<file path="src/rtl/mcdp_pkg.sv">
package mcdp_pkg;

    localparam int XLEN      = 32;
    localparam int IMM_W     = 16;
    localparam int JIDX_W    = 26;
    localparam int PC_HI_W   = 4;

    typedef enum logic [1:0] {
        BSRC_REG    = 2'd0,
        BSRC_FOUR   = 2'd1,
        BSRC_IMM    = 2'd2,
        BSRC_IMM_SH = 2'd3
    } bsrc_e;

    typedef enum logic [1:0] {
        PCSRC_ALU  = 2'd0,
        PCSRC_HOLD = 2'd1,
        PCSRC_JUMP = 2'd2,
        PCSRC_RSVD = 2'd3
    } pcsrc_e;

    typedef enum logic [2:0] {
        ALU_ADD  = 3'd0,
        ALU_SUB  = 3'd1,
        ALU_AND  = 3'd2,
        ALU_OR   = 3'd3,
        ALU_XOR  = 3'd4,
        ALU_NOR  = 3'd5,
        ALU_SLT  = 3'd6,
        ALU_SLTU = 3'd7
    } aluop_e;

    typedef struct packed {
        logic   pc_wr;
        logic   pc_wr_cond;
        logic   ir_wr;
        logic   mem_wr;
        logic   addr_alu;
        logic   rf_wr;
        logic   dst_rd;
        logic   wb_mdr;
        logic   a_reg;
        bsrc_e  b_sel;
        aluop_e op;
        pcsrc_e pc_src;
    } ctrl_t;

    function automatic logic [XLEN-1:0] sext_imm(input logic [IMM_W-1:0] imm);
        return {{(XLEN-IMM_W){imm[IMM_W-1]}}, imm};
    endfunction

endpackage

</file>
<file path="src/rtl/mcdp_regfile.sv">
module mcdp_regfile #(
    parameter int W  = 32,
    parameter int N  = 32,
    localparam int AW = $clog2(N)
) (
    input  logic          clk,
    input  logic          rst,
    input  logic          we,
    input  logic [AW-1:0] waddr,
    input  logic [W-1:0]  wdata,
    input  logic [AW-1:0] ra1,
    input  logic [AW-1:0] ra2,
    output logic [W-1:0]  rd1,
    output logic [W-1:0]  rd2
);
    logic [W-1:0] regs [N];

    always_ff @(posedge clk) begin
        if (rst) begin
            for (int i = 0; i < N; i++) regs[i] <= '0;
        end else if (we && (waddr != '0)) begin
            regs[waddr] <= wdata;
        end
    end

    // index zero is hard-wired, whatever the array holds
    assign rd1 = (ra1 == '0) ? '0 : regs[ra1];
    assign rd2 = (ra2 == '0) ? '0 : regs[ra2];
endmodule

</file>
<file path="src/rtl/mcdp_alu.sv">
module mcdp_alu
    import mcdp_pkg::*;
#(
    parameter int W = 32
) (
    input  logic [W-1:0] a,
    input  logic [W-1:0] b,
    input  aluop_e       op,
    output logic [W-1:0] y,
    output logic         zero
);
    always_comb begin
        unique case (op)
            ALU_ADD:  y = a + b;
            ALU_SUB:  y = a - b;
            ALU_AND:  y = a & b;
            ALU_OR:   y = a | b;
            ALU_XOR:  y = a ^ b;
            ALU_NOR:  y = ~(a | b);
            ALU_SLT:  y = W'($signed(a) < $signed(b));
            ALU_SLTU: y = W'(a < b);
            default:  y = '0;
        endcase
    end

    assign zero = (y == '0);
endmodule

</file>
<file path="src/rtl/mcdp_pc.sv">
module mcdp_pc
    import mcdp_pkg::*;
#(
    parameter int W = 32
) (
    input  logic              clk,
    input  logic              rst,
    input  logic              wr,
    input  logic              wr_cond,
    input  logic              zero,
    input  pcsrc_e            src,
    input  logic [W-1:0]      alu_res,
    input  logic [W-1:0]      alu_hold,
    input  logic [JIDX_W-1:0] jidx,
    output logic [W-1:0]      pc
);
    logic [W-1:0] jump_tgt;
    logic [W-1:0] pc_next;
    logic         load;

    // region bits of the PC, then the word index, then two zero bits
    assign jump_tgt = W'({pc[W-1 -: PC_HI_W], jidx, 2'b00});

    always_comb begin
        unique case (src)
            PCSRC_HOLD: pc_next = alu_hold;
            PCSRC_JUMP: pc_next = jump_tgt;
            default:    pc_next = alu_res;
        endcase
    end

    assign load = wr | (wr_cond & zero);

    always_ff @(posedge clk) begin
        if (rst)       pc <= '0;
        else if (load) pc <= pc_next;
    end
endmodule

</file>
<file path="src/rtl/mcdp_top.sv">
module mcdp_top
    import mcdp_pkg::*;
#(
    parameter int DATA_W = XLEN,
    parameter int NREGS  = 32,
    localparam int RA_W  = $clog2(NREGS)
) (
    input  logic              clk,
    input  logic              rst,
    input  logic              i_pc_wr,
    input  logic              i_pc_wr_cond,
    input  logic              i_ir_wr,
    input  logic              i_mem_wr,
    input  logic              i_addr_from_alu,
    input  logic              i_rf_wr,
    input  logic              i_dst_rd,
    input  logic              i_wb_from_mdr,
    input  logic              i_alu_a_reg,
    input  logic [1:0]        i_alu_b_sel,
    input  logic [2:0]        i_alu_op,
    input  logic [1:0]        i_pc_src,
    input  logic [DATA_W-1:0] mem_rdata,
    output logic [DATA_W-1:0] mem_addr,
    output logic [DATA_W-1:0] mem_wdata,
    output logic              mem_we,
    output logic [5:0]        o_opcode,
    output logic [5:0]        o_funct,
    output logic              o_zero
);
    ctrl_t ctl;

    assign ctl = '{
        pc_wr:      i_pc_wr,
        pc_wr_cond: i_pc_wr_cond,
        ir_wr:      i_ir_wr,
        mem_wr:     i_mem_wr,
        addr_alu:   i_addr_from_alu,
        rf_wr:      i_rf_wr,
        dst_rd:     i_dst_rd,
        wb_mdr:     i_wb_from_mdr,
        a_reg:      i_alu_a_reg,
        b_sel:      bsrc_e'(i_alu_b_sel),
        op:         aluop_e'(i_alu_op),
        pc_src:     pcsrc_e'(i_pc_src)
    };

    // holding registers
    logic [DATA_W-1:0] pc_q;
    logic [DATA_W-1:0] ir_q;
    logic [DATA_W-1:0] mdr_q;
    logic [DATA_W-1:0] a_q;
    logic [DATA_W-1:0] b_q;
    logic [DATA_W-1:0] aluout_q;

    // instruction fields
    logic [RA_W-1:0]   f_rs, f_rt, f_rd;
    logic [DATA_W-1:0] imm_x;

    assign f_rs  = ir_q[21 +: RA_W];
    assign f_rt  = ir_q[16 +: RA_W];
    assign f_rd  = ir_q[11 +: RA_W];
    assign imm_x = sext_imm(ir_q[IMM_W-1:0]);

    // register file
    logic [DATA_W-1:0] rf_rd1, rf_rd2, rf_wdata;
    logic [RA_W-1:0]   rf_waddr;

    assign rf_waddr = ctl.dst_rd ? f_rd : f_rt;
    assign rf_wdata = ctl.wb_mdr ? mdr_q : aluout_q;

    mcdp_regfile #(.W(DATA_W), .N(NREGS)) u_rf (
        .clk   (clk),
        .rst   (rst),
        .we    (ctl.rf_wr),
        .waddr (rf_waddr),
        .wdata (rf_wdata),
        .ra1   (f_rs),
        .ra2   (f_rt),
        .rd1   (rf_rd1),
        .rd2   (rf_rd2)
    );

    // ALU operand selection
    logic [DATA_W-1:0] alu_a, alu_b, alu_y;
    logic              alu_zero;

    assign alu_a = ctl.a_reg ? a_q : pc_q;

    always_comb begin
        unique case (ctl.b_sel)
            BSRC_REG:    alu_b = b_q;
            BSRC_FOUR:   alu_b = DATA_W'(4);
            BSRC_IMM:    alu_b = imm_x;
            BSRC_IMM_SH: alu_b = {imm_x[DATA_W-3:0], 2'b00};
            default:     alu_b = b_q;
        endcase
    end

    mcdp_alu #(.W(DATA_W)) u_alu (
        .a    (alu_a),
        .b    (alu_b),
        .op   (ctl.op),
        .y    (alu_y),
        .zero (alu_zero)
    );

    mcdp_pc #(.W(DATA_W)) u_pc (
        .clk      (clk),
        .rst      (rst),
        .wr       (ctl.pc_wr),
        .wr_cond  (ctl.pc_wr_cond),
        .zero     (alu_zero),
        .src      (ctl.pc_src),
        .alu_res  (alu_y),
        .alu_hold (aluout_q),
        .jidx     (ir_q[JIDX_W-1:0]),
        .pc       (pc_q)
    );

    // instruction register holds across the instruction
    always_ff @(posedge clk) begin
        if (rst)            ir_q <= '0;
        else if (ctl.ir_wr) ir_q <= mem_rdata;
    end

    // per-cycle latches
    always_ff @(posedge clk) begin
        if (rst) begin
            mdr_q    <= '0;
            a_q      <= '0;
            b_q      <= '0;
            aluout_q <= '0;
        end else begin
            mdr_q    <= mem_rdata;
            a_q      <= rf_rd1;
            b_q      <= rf_rd2;
            aluout_q <= alu_y;
        end
    end

    assign mem_addr  = ctl.addr_alu ? aluout_q : pc_q;
    assign mem_wdata = b_q;
    assign mem_we    = ctl.mem_wr;
    assign o_opcode  = ir_q[DATA_W-1 -: 6];
    assign o_funct   = ir_q[5:0];
    assign o_zero    = alu_zero;
endmodule

</file>
<file path="config.mk">
export PLATFORM = sky130hd
export DESIGN_NAME = mcdp_top
export DESIGN_NICKNAME = d
export VERILOG_FILES = /design/src/rtl/mcdp_pkg.sv /design/src/rtl/mcdp_regfile.sv /design/src/rtl/mcdp_alu.sv /design/src/rtl/mcdp_pc.sv /design/src/rtl/mcdp_top.sv
export SDC_FILE = /design/constraint.sdc
export NUM_CORES = 2
export LEC_CHECK = 0
export BUFFER_PORTS_ARGS = -buffer_cell sky130_fd_sc_hd__buf_2
export CAP_MARGIN = 25
export CELL_PAD_IN_SITES_DETAIL_PLACEMENT = 1
export CELL_PAD_IN_SITES_GLOBAL_PLACEMENT = 1
export CORE_MARGIN = 1
export CORE_UTILIZATION = 40
export CTS_CLUSTER_SIZE = 28
export DETAILED_ROUTE_END_ITERATION = 12
export GPL_TIMING_DRIVEN = 0
export HOLD_SLACK_MARGIN = 0.08
export MAX_ROUTING_LAYER = met4
export PLACE_DENSITY_LB_ADDON = 0.1
export SYNTH_ARGS = -nofsm -noshare
export SYNTH_HDL_FRONTEND = slang
export SYNTH_SLANG_ARGS = --single-unit
</file>
<file path="constraint.sdc">
create_clock -name clk -period 7.36 [get_ports clk]
set_input_delay 0.736 -clock clk [delete_from_list [all_inputs] [get_ports clk]]
set_output_delay 0.736 -clock clk [all_outputs]
set_load 0.005 [all_outputs]
</file>
### Word-level counts from Yosys, hierarchy flattened

Memory sizes are Yosys's and may differ from the RTL's. A register that Yosys moved wholly into a read port is not among the register bits.
Index checks and enable logic that the tools add are counted.

| operators by class | value |
|---|---|
| eq/ne operators | 12 |
| multiplexer cells | 15 |
| bitwise gates (word level) | 7 |
| reductions and logical operators | 11 |
| $lt $le $gt $ge | 2 |
| $add $sub $neg | 2 |

Operators by type and width:

| operator | number |
|---|---|
| one-hot mux 32 bit (8 select lines) | 1 |
| 2-to-1 mux 32 bit | 4 |
| one-hot mux 32 bit (4 select lines) | 1 |
| less-than comparator 32 bit | 2 |
| one-hot mux 32 bit (2 select lines) | 1 |
| adder 32 bit | 1 |
| AND 32 bit | 1 |
| zero test 32 bit | 1 |
| inverter 32 bit | 1 |
| bitwise OR 32 bit | 1 |
| OR reduction 32 bit | 1 |
| subtractor 32 bit | 1 |
| bitwise XOR 32 bit | 1 |
| == test 3 bit, second input constant | 4 |
| zero test 5 bit | 2 |
| 2-to-1 mux 5 bit | 2 |
| == test 2 bit, second input constant | 3 |
| == test 3 x 2 -> 1 bit, second input constant | 2 |
| 2-to-1 mux 1 bit | 6 |
| nonzero test 5 bit | 1 |
| == test 2 x 1 -> 1 bit, second input constant | 2 |
| OR reduction 2 bit | 2 |
| == test 3 x 1 -> 1 bit, second input constant | 1 |
| zero test 3 bit | 1 |
| other kinds (6) | 6 |

| word-level totals | value |
|---|---|
| output and inout port bits | 78 |
| memories kept | 1 |
| RAM bits | 1,024 |
| register bits after elaboration | 128 |

Memory list:

| memory | words | width | rd ports | clocked after Yosys merged registers in | write ports | RTL line | source |
|---|---|---|---|---|---|---|---|
| u_rf.regs | 32 | 32 | 2 | 2 | 32 | mcdp_regfile.sv:16 | `logic [W-1:0] regs [N];` |

### Depth between registers and ports, before layout

| logic depth | value |
|---|---|
| word-level depth | 9 |
| mapped depth | 20 |
| depth with buffers taken out | 17 |

### Modules after synthesis

A second synthesis with hierarchy kept.

| second synthesis, totals | value |
|---|---|
| cells, all modules | 5,179 |
| area total of the unflattened synthesis | 68,319.3 sq um |

By module, submodules not included:

| module | times used | area each (sq um) | sequential area each (sq um) | cells each |
|---|---|---|---|---|
| mcdp_regfile | 1 | 54,253.3 | 30,749.5 | 3,502 |
| mcdp_top | 1 | 6,394.9 | 3,203.1 | 561 |
| mcdp_alu | 1 | 5,878.1 | 0.0 | 907 |
| mcdp_pc | 1 | 1,793.0 | 640.6 | 209 |

### Worst setup path before layout

OpenSTA, ideal clock, no wires.

| path | value |
|---|---|
| path type | input to output |
| start | in i_alu_b_sel[1] |
| end | out o_zero |
| setup slack | 1,434 ps |
| path buffers | 2 |
| arrival | 5,190 ps |
| stages | 16 |
| cells stage by stage | clkbuf_1 -> clkbuf_1 -> mux2i_1 -> nor2_1 -> ha_1 -> o21ba_1 -> or4_4 -> and2_1 -> a221o_1 -> a21oi_2 -> and3_1 -> and4_1 -> nand4_1 -> or4_4 -> or4_1 -> nor3_1 |

| on the way | value |
|---|---|
| cells in the longest elaborated chain, start to end | 6 |
| elaborated cells on any way between the ends | 15 |
| classes of those cells | 2 x add/sub; 2 x order compare; 3 x eq/ne; 2 x mux; 4 x bitwise; 2 x reduce/logical |

RTL lines:

| what | RTL line | source |
|---|---|---|
| start: declaration | mcdp_top.sv:19 | `input logic [1:0] i_alu_b_sel,` |
| == test 2 bit (tied with other cells) | mcdp_top.sv:90 | `unique case (ctl.b_sel)` |
| one-hot mux 32 bit (4 select lines) * | mcdp_top.sv:90 |  |
| branches (longest 2 deep; another with subtractor 32 bit) | n/a |  |
| one-hot mux 32 bit (8 select lines) * | mcdp_alu.sv:13 | `unique case (op)` |
| zero test 32 bit * | mcdp_alu.sv:26 | `assign zero = (y == '0);` |
| end: declaration | mcdp_top.sv:28 | `output logic o_zero` |

Mark *: on every way between the ends.

### Worst setup path after layout

Ends and elaborated chain as after synthesis.

==> metrics.cfg <==
[worst_hold_path]
holdPathEnd=mdr_q[30]$_SDFF_PP0_
hold_path_depth=2
hold_class=input port to register
min_from=mem_rdata[30]

[cts]
cts_buffers=137
hold_buffers=0
clock_latency_ns=0.81
clk_pin_slew_ns=0.06
tritoncts=done
htree_num_levels=4
cts_max_path_buffers=3
clock_sinks=1216
root_buffer=clkbuf_16

[critical_path]
crit_arrival_ns=6.64
crit_path_start_kind=input port
path_class=input port to output port
path_buf_inv=4
cp-end-kind=output port
path_delay_family=compound AO/OA/AOI/OAI gates
r2r_end=u_pc.pc[29]$_SDFFE_PP0P_
r2r_slack_ns=0.80
crit_slowest_cell=a21oi_1
r2r_cells=18
slowest_delay_ns=0.70
crit_path_frequent_cell=a21oi_1
path_cells=clkbuf_2, and2_0, clkbuf_2, nand2_1, o21ai_0, ha_1, buf_2, a21oi_1, o21ai_1, o21bai_1, a21oi_1, o21ai_1, a21oi_1, o221a_2, nand4_1, or4_4, or4_1, nor3_2, buf_2
reg2reg_from=ir_q[15]$_SDFFE_PP0P_
cp_max_fo=10
cp.required_ns=6.62

[global_routing]
grt_overflow=0
gr-usage-all-layers_pct=43.5
grt_pass1_vias=52300
grt_first_pass_wirelength_mm=461
grt_max_degree=33
antenna_found_initial=23

[detailed_routing]
drt_pass1_iterations=6
drcViolationCount=0
totalWireLength_mm=348
wl_per_cell_um=43.6
via_count=52600
ant_nets=0
drtIter0Drc=7986
viasPerCell=6.60

[timing]
rsz0062_at_grt=no
setup_violations=1
post-route-worst-setup-slack_ns=-0.0149
drv_slew=0
fin_crit_sh_pct=100
hold_violations=0
post-route-min-period_ns=7.37
relSlewSlack_pct=15.3
tightest_slew_ns=1.27
tns_ns=-0.0149
worst_clock_skew_ns=0.0275
max_freq_mhz=136

[status]
failed_checks=negative setup slack
outcome=finished, violations left

[pwr]
p_per_area_nw_per_um2=247
p_leak_uw=0.0264
p_int_uw=12900
clock_power_share_pct=36.8
pwr-share-seq_pct=42.3
power_frac_comb_pct=20.9
ir_worst_vdd_uv=213
fin_total_pwr_uw=18800
switching_share_pct=31.4
p_sw_uw=5920

[yosys]
synth_edf_count=1024
ys_seq_elements=1216
synth_area_per_cell_sq_um=12.5
ys_seq_area_share_pct=53.0
synth_ff_type=edfxtp_1
async_flop_share_pct=0
yosys_warnings=0
synth_area_sq_um=65300
synth_cell_type_count=86
syn_inst=5229

[floorplan]
io_pins=128
dieHeight_um=406
num_rows=147
core-area_sq_um=161000
die_area_sq_um=165000
die_x_um=406
initial_core_util_pct=40.5

[finish]
fin_nets=5835
final_core_util_pct=47.2
drive_gt1_share_pct=22.4
num-fill-cells=16700
area_delta_synth_final_pct=16.6

[placement]
gp_congestion=1.04
hpwl_mm=267
portBuffers=119

[job]
maxCapViolations=0

-- power groups by stage --
stage / registers [uW] / logic (uW) / clock network (uW)
2_1_floorplan: 8010 / 1900 / 0
3_3_place_gp: 8100 / 3540 / 0
3_5_place_dp: 8110 / 3730 / 0
4_1_cts: 7960 / 3770 / 6920
5_1_grt: 8000 / 3960 / 7160
6_report: 7970 / 3930 / 6930
-- cells in the mapped netlist, types with 59 or more instances --
cell	count	area (sq um)
inv_1	109	409
ha_1	99	1240
a21oi_1	196	981
nand2_1	215	807
mux2i_1	265	2650
buf_1	89	334
nor2b_1	59	369
a221oi_1	66	578
clkbuf_1	387	1450
o22ai_1	60	375
mux4_2	494	11100
nor2_1	1214	4560
o21ai_0	91	455
edfxtp_1	1024	30700
mux2_2	104	1170
dfxtp_1	192	3840
-- routing by layer --
| metal | share of wire, % | vias up | global-route usage (%) | wire length [um] |
|---|---|---|---|---|
| li1 | - | 20600 | - | - |
| met1 | 35 | 27400 | 50.3 | 123000 |
| met2 | 45 | 3522 | 64.6 | 156000 |
| met3 | 10 | 1029 | 10.5 | 35300 |
| met4 | 9.8 | 0 | 34.8 | 34200 |
| met5 | 0 | - | - | 0 |
-- what timing repair did --
action	CTS	global route
buffers inserted	4	1
gates cloned	0	0
resized for setup	34	10
setup endpoints to repair	33	1
pin swaps	2	1
-- through the flow --
stage / instances / cell area [sq um] / hold WS, ns / setup WS, ns
5_1_grt: 7963 / 76200 / 0.170 / 0.00589
3_3_place_gp: 7539 / 68700 / 0.448 / -2.27
4_1_cts: 7943 / 76000 / 0.139 / 0.0110
3_5_place_dp: 7692 / 71400 / 0.459 / -1.61
2_1_floorplan: 5260 / 65400 / 0.440 / 1.43
6_report: 7969 / 76200 / 0.167 / -0.0149
-- cell families (layout without fill, tap and decap cells) --
kind of cell	count (synthesis)	after routing	synth area share, %
and+or+nand+nor	1662	1662	10.4
xor gates and xnor gates	14	14	0.188
DFF	1216	1216	53.0
other	1	49	0.00574
AOI/OAI and AO/OA	739	739	7.81
adders and majority gates	101	101	1.96
buffers and inverters	633	1165	3.79
muxes	863	863	22.9
-- sequential cells by signal (all words and copies together) (netlist names) --
register   cells
a_q           32
mem_wdata     32
mdr_q         32
aluout_q      32
u_rf.regs   1024
ir_q          32
u_pc.pc       32
-- layout by cell type (no fill, tap or decap), types with 19 or more instances in the layout --
cell / count
mux2i_1: 241
nand4_1: 20
a22o_1: 32
nor2b_1: 59
buf_8: 85
nor3_1: 37
nand3_1: 27
buf_12: 29
conb_1: 32
mux4_2: 494
ha_1: 99
clkinv_1: 29
buf_6: 20
a21oi_1: 192
o211ai_1: 37
nand2_2: 31
a221oi_1: 63
nand2_1: 184
clkinv_2: 19
a211oi_1: 25
o31ai_1: 19
clkbuf_16: 146
nor2_1: 1210
buf_4: 30
mux2i_2: 24
clkbuf_1: 380
buf_1: 56
a21o_1: 31
nand2b_1: 21
o22ai_1: 59
o21ai_0: 88
clkbuf_2: 30
inv_1: 109
dfxtp_1: 192
edfxtp_1: 1024
o221ai_1: 57
mux2_2: 104
buf_2: 187
-- worst max path at each step --
stage | startpoint | endpoint | cells past startpoint
5_1_grt | i_alu_b_sel[1] | o_zero | 18
4_1_cts | ir_q[15]$_SDFFE_PP0P_ | o_zero | 17
3_5_place_dp | i_alu_b_sel[1] | o_zero | 17
2_1_floorplan | i_alu_b_sel[1] | o_zero | 16
3_3_place_gp | i_alu_a_reg | o_zero | 18
6_report | i_alu_b_sel[1] | o_zero | 19
-- cell type report --
class | count | area, sq um | share of cell area (%)
Buffer | 522 | 2160 | 2.83
Multi-Input combinational cell | 3411 | 28700 | 37.7
Antenna cell | 17 | 42.5 | 0.0558
Timing Repair Buffer | 286 | 3130 | 4.11
Sequential cell | 1216 | 34600 | 45.4
Clock inverter | 68 | 549 | 0.721
Inverter | 110 | 413 | 0.542
Tap cell | 2160 | 2700 | 3.55
Clock buffer | 179 | 3840 | 5.04
No activity file was read; power rests on OpenSTA's default activity.
